File: src/rtl/step_pos_pkg.sv
package step_pos_pkg;

  typedef enum logic {
    DIR_FWD = 1'b0,
    DIR_REV = 1'b1
  } step_dir_e;

endpackage

File: src/rtl/sp_sync.sv
module sp_sync #(
  parameter int W      = 2,
  parameter int STAGES = 2
) (
  input  logic         clk,
  input  logic         rst_n,
  input  logic [W-1:0] async_i,
  output logic [W-1:0] sync_o
);

  logic [W-1:0] stage_q [STAGES];
  logic [W-1:0] stage_d [STAGES];

  genvar gi;
  generate
    for (gi = 0; gi < STAGES; gi++) begin : g_stage
      if (gi == 0) begin : g_first
        always_comb stage_d[gi] = async_i;
      end else begin : g_next
        always_comb stage_d[gi] = stage_q[gi-1];
      end

      always_ff @(posedge clk or negedge rst_n) begin
        if (!rst_n) stage_q[gi] <= '0;
        else        stage_q[gi] <= stage_d[gi];
      end
    end
  endgenerate

  assign sync_o = stage_q[STAGES-1];

endmodule

File: src/rtl/sp_edge_detect.sv
module sp_edge_detect (
  input  logic clk,
  input  logic rst_n,
  input  logic step_s,
  input  logic dual_edge,
  output logic step_evt
);

  logic prev_q;
  logic prev_d;

  always_comb begin
    prev_d   = step_s;
    step_evt = dual_edge ? (step_s ^ prev_q) : (step_s & ~prev_q);
  end

  always_ff @(posedge clk or negedge rst_n) begin
    if (!rst_n) prev_q <= 1'b0;
    else        prev_q <= prev_d;
  end

endmodule

File: src/rtl/sp_pos_core.sv
module sp_pos_core
  import step_pos_pkg::*;
#(
  parameter int POS_W = 10,
  parameter int RES_W = 4
) (
  input  logic             clk,
  input  logic             rst_n,
  input  logic             step_evt,
  input  logic             dir_s,
  input  logic             enable,
  input  logic [RES_W-1:0] res_sel,
  output logic [POS_W-1:0] position,
  output logic             step_pulse
);

  localparam int               FULL_CODE = POS_W - 2;
  localparam logic [RES_W-1:0] FULL_SEL  = RES_W'(FULL_CODE);
  localparam logic [POS_W-3:0] FS_LOW    = {1'b1, {(POS_W-3){1'b0}}};
  localparam logic [POS_W-1:0] ONE       = {{(POS_W-1){1'b0}}, 1'b1};

  logic [POS_W-1:0] pos_q, pos_d;
  logic             pulse_q, pulse_d;
  logic             accept;
  logic             full_mode;
  logic [POS_W-1:0] inc;
  logic [1:0]       quad;
  step_dir_e        dir_e;

  always_comb begin
    dir_e     = step_dir_e'(dir_s);
    accept    = step_evt & enable;
    full_mode = (res_sel >= FULL_SEL);
    inc       = full_mode ? '0 : (ONE << res_sel);
    quad      = (dir_e == DIR_FWD) ? pos_q[POS_W-1 -: 2] + 2'd1
                                   : pos_q[POS_W-1 -: 2] - 2'd1;
    pos_d     = pos_q;
    if (accept) begin
      if (full_mode)             pos_d = {quad, FS_LOW};
      else if (dir_e == DIR_FWD) pos_d = pos_q + inc;
      else                       pos_d = pos_q - inc;
    end
    pulse_d = accept;
  end

  always_ff @(posedge clk or negedge rst_n) begin
    if (!rst_n) begin
      pos_q   <= '0;
      pulse_q <= 1'b0;
    end else begin
      if (accept) pos_q <= pos_d;
      pulse_q <= pulse_d;
    end
  end

  assign position   = pos_q;
  assign step_pulse = pulse_q;

  // position only moves together with the step strobe
  p_hold_idle_r7: assert property (@(posedge clk) disable iff (!rst_n)
    !pulse_q |-> $stable(pos_q));

  // a disabled cycle never yields a strobe
  p_disabled_no_pulse_r7: assert property (@(posedge clk) disable iff (!rst_n)
    !$past(enable) |-> !pulse_q);

  // full-step landings sit on the equal-current offset
  p_fullstep_offset_r6: assert property (@(posedge clk) disable iff (!rst_n)
    (pulse_q && ($past(res_sel) >= FULL_SEL)) |-> (pos_q[POS_W-3:0] == FS_LOW));

  // microstep moves have exactly the selected magnitude
  p_step_size_r5: assert property (@(posedge clk) disable iff (!rst_n)
    (pulse_q && ($past(res_sel) < FULL_SEL)) |->
      (((pos_q - $past(pos_q)) == (ONE << $past(res_sel))) ||
       (($past(pos_q) - pos_q) == (ONE << $past(res_sel)))));

endmodule

File: src/rtl/step_pos_counter.sv
module step_pos_counter #(
  parameter int POS_W       = 10,
  parameter int RES_W       = 4,
  parameter int SYNC_STAGES = 2
) (
  input  logic             clk,
  input  logic             rst_n,
  input  logic             step_in,
  input  logic             dir_in,
  input  logic             dual_edge,
  input  logic [RES_W-1:0] res_sel,
  input  logic             enable,
  output logic [POS_W-1:0] position,
  output logic             step_pulse
);

  logic [1:0] raw_in;
  logic [1:0] sync_out;
  logic       step_s;
  logic       dir_s;
  logic       step_evt;

  assign raw_in = {dir_in, step_in};
  assign step_s = sync_out[0];
  assign dir_s  = sync_out[1];

  sp_sync #(.W(2), .STAGES(SYNC_STAGES)) u_sync (
    .clk     (clk),
    .rst_n   (rst_n),
    .async_i (raw_in),
    .sync_o  (sync_out)
  );

  sp_edge_detect u_edge (
    .clk       (clk),
    .rst_n     (rst_n),
    .step_s    (step_s),
    .dual_edge (dual_edge),
    .step_evt  (step_evt)
  );

  sp_pos_core #(.POS_W(POS_W), .RES_W(RES_W)) u_core (
    .clk        (clk),
    .rst_n      (rst_n),
    .step_evt   (step_evt),
    .dir_s      (dir_s),
    .enable     (enable),
    .res_sel    (res_sel),
    .position   (position),
    .step_pulse (step_pulse)
  );

  // in single-edge mode a strobe needs a synchronised rising edge two cycles earlier
  p_rise_only_r2: assert property (@(posedge clk) disable iff (!rst_n)
    (step_pulse && !$past(dual_edge)) |-> ($past(step_s) && !$past(step_s, 2)));

endmodule

File: config.mk
export PLATFORM = sky130hd
export DESIGN_NAME = step_pos_counter
export DESIGN_NICKNAME = d
export VERILOG_FILES = /design/src/rtl/step_pos_pkg.sv /design/src/rtl/sp_sync.sv /design/src/rtl/sp_edge_detect.sv /design/src/rtl/sp_pos_core.sv /design/src/rtl/step_pos_counter.sv
export SDC_FILE = /design/constraint.sdc
export NUM_CORES = 1
export LEC_CHECK = 0
export ABC_AREA = 1
export BUFFER_PORTS_ARGS = -buffer_cell sky130_fd_sc_hd__buf_2
export CAP_MARGIN = 25
export CORE_UTILIZATION = 55
export CTS_CLUSTER_SIZE = 20
export DETAILED_ROUTE_END_ITERATION = 7
export PLACE_DENSITY = 0.83
export SYNTH_ARGS = -nofsm -noshare
export SYNTH_HDL_FRONTEND = slang
export SYNTH_SLANG_ARGS = --single-unit
File: constraint.sdc
create_clock -name clk -period 2.5 [get_ports clk]
set_input_delay 0.375 -clock clk [delete_from_list [all_inputs] [get_ports clk]]
set_output_delay 0.375 -clock clk [all_outputs]
set_load 0.005 [all_outputs]
==> impl_results.md <==
- Ys async rst share: 1.00
- Vias post-DR: 1,287
- Startpoint Class: primary input
- Max Root-Sink Buffers: 2
- Width of the die: 50.0 µm
- Crit path required time: 2730 ps
- Sw Ratio: 0.445
- Logic gate share of total power: 0.612
- Mapped Area: 1270 µm²
- Post-DRT Antenna Nets: 0
- Die area: 2500 µm²
- Static Leak: 0.843 nW
- CTS clk-pin slew, worst paths: 100 ps
- Register area: 400 µm²
- #FFs+latches synth: 16
- Routed wire length: 3250 µm
- Port buffer count: 20
- Area leader, netlist: dfrtp_1
- Worst-path maximum fanout: 5
- Synth warnings: 0
- Hold Slack: 175 ps
- Filler cell count: 173
- Max Clock Skew: 5.35 ps
- Remaining Overflow, GRT: 0
- R2r worst-path depth: 11
- Antenna Cells: 0
- Worst slack, placed: -235 ps
- CTS root buf: clkbuf_4
- Initial antenna violation count: 0
- DRC: 0
- Tot Pwr: 1.47 mW
- Global placement routability congestion: 0.911
- Synth top area share: 0.316
- Synth top cells by count: nand2_1 (40), inv_1 (24), dfrtp_1 (16), nor2_1 (13), nand3_1 (12)
- Clock sink total: 16
- Final critical-path share of the clock period: 0.929
- Largest net degree at the start of global routing: 17
- Internal power: 818 µW
- Final worst path period need: 2320 ps
- Post-synth EDFFs: 0
- Nature of the critical path endpoint: flip-flop
- Pre-Repair DR Iteration Count: 4
- Clock network fraction of design power: 0.123
- Final #Nets: 232
- First-pass GRT wire length: 5340 µm
- Synth Instances: 168
- Min-Delay Path Class: primary input to flip-flop
- Fmax: 431 MHz
- Maximum vdd drop: 0.000721 V
- Area taken by multi-input logic gates: 759 µm²
- Initial core utilization: 0.579
- Worst-margin pin slew: 368 ps
- Sequential power share: 0.266
- Avg Cell Area, Syn: 7.54 µm²
- Synth-to-layout area growth: 24.9%
- Worst Path Arrival: 2560 ps
- Final setup TNS: 0 ps
- Max_slew headroom: 0.752
- Layout cells sized above 1: 0.287
- Hpwl dp: 2470 µm
- Final setup vio count: 0
- Status: finished, final reports clean
- Routed WL per cell: 13.7 µm
- H-tree depth: 1
- Vias per cell: 5.43
- Synthesized Nets: 190
- Top post-synthesis cells by area: dfrtp_1 (32%), nand2_1 (12%), ha_1 (11%), inv_1 (7.1%), nand3_1 (4.7%)
- RSZ-0062 raised after global routing: no
- Ys flop type: dfrtp_1
- Fin. Hold Viols: 0
- Most common cell in the netlist: nand2_1
- DR iter-0 viols: 32
- Max-cap viol count: 0
- Die height: 50.0 µm
- Final Max Slew Viols: 0
- Std-Cell Rows: 17
- Final Util: 0.722
- Cts bufs inserted: 3
- Psw: 656 µW
- Post-synth cell types: 30
- Sequential cell area fraction in the yosys report: 0.316
- Hold Crit Depth: 1
- Vias in the first global route: 1,256
- Total power divided by cell area: 931 nW/µm²
- Worst Slack Setup Final: 179 ps
- Worst setup path category: primary input to flip-flop
- TritonCTS clock tree: done
- GR Util All Layers: 0.288
- Core area: 2190 µm²
- Worst skew pair latency: 300 ps
- I/O pin total: 21
-- cell families (layout without fill, tap and decap cells) --
group           Yosys count  count (layout)  share of synthesized area
buf+inv                  29              70                     0.0967
fa+ha+maj                12              12                      0.124
flops                    16              16                      0.316
compound gates           28              28                      0.129
xor+xnor                  7               7                     0.0484
simple gates             76              76                      0.285
-- power by group through the flow --
stage	clock network [mW]	logic, mW	registers, mW
after floorplan	0	0.571	0.391
after global placement	0	0.826	0.391
after detailed placement	0	0.860	0.395
after CTS	0.179	0.877	0.390
after global routing	0.187	1.01	0.402
final	0.181	0.902	0.392
-- final cells by class --
cell class	count	share of cell area
Multi-Input combinational cell	123	0.480
Sequential cell	16	0.253
Timing Repair Buffer	39	0.155
Inverter	27	0.0672
Clock buffer	4	0.0229
Tap cell	28	0.0221
-- layout by cell type, fill, tap and decap left out, drive strengths merged --
master       instances
a31oi                1
a22oi                1
fa                   1
clkbuf               4
xor2                 2
o21ai                8
nor3                 1
o21a                 1
ha                  11
nor4                 2
nand4                1
xnor2                5
o22ai                2
nor2                18
buf                 38
dfrtp               16
a22o                 1
nand2               42
nand3               12
a21oi               14
inv                 27
dlygate4sd3          1
-- metrics by stage --
| step | cell area [µm²] | cells |
|---|---|---|
| final | 1580 | 237 |
| after global routing | 1580 | 237 |
| after CTS | 1570 | 237 |
| after detailed placement | 1520 | 232 |
| after global placement | 1520 | 232 |
| after floorplan | 1270 | 168 |
-- state kept, by name (all words and copies together) (netlist names) --
register,flops
u_sync.sync_o,2
u_edge.prev_q,1
u_core.position,10
u_core.step_pulse,1
u_sync.stage_d,2
-- critical path: stages --
cell	delay, ps
buf_2	100
inv_1	90
nand2_1	80
nor2_1	170
inv_1	70
ha_1	180
inv_1	90
buf_4	110
nand2_1	60
xor2_1	160
inv_1	60
ha_1	330
nand2_1	110
nand2_1	50
nand2_1	60
nand2_1	60
nand2_1	80
nand3_1	70
nand2_1	60
nand3_1	60
a21oi_1	130
-- per-layer routing --
layer	vias up	GRT usage	share of wire
met3	7	0.0278	0.046
met1	613	0.339	0.41
met2	40	0.522	0.52
met4	0	0.119	0.020
met5	-	0	0
li1	627	-	-
-- path summary, 6_finish.rpt --
check                                           to         startpoint  slack [ps]
worst max register to register  u_core.position[9]   u_sync.sync_o[1]         410
max in group asynchronous       u_core.position[2]              rst_n        1700
min in group asynchronous       u_core.position[9]              rst_n         520
worst min-delay path             u_sync.stage_d[1]             dir_in         170
worst min register to register    u_sync.sync_o[1]  u_sync.stage_d[1]         360
worst max-delay path            u_core.position[9]         res_sel[1]         180
-- repair_timing --
item / 4_1_cts / 5_1_grt
setup buffers: 0 / 0
endpoints found under the setup margin: 0 / 5
endpoints found under the hold margin: 16 / 0
gates resized for setup: 0 / 5
hold buffers: 1 / 0
Note: power is estimated with default switching activity, not from simulation.
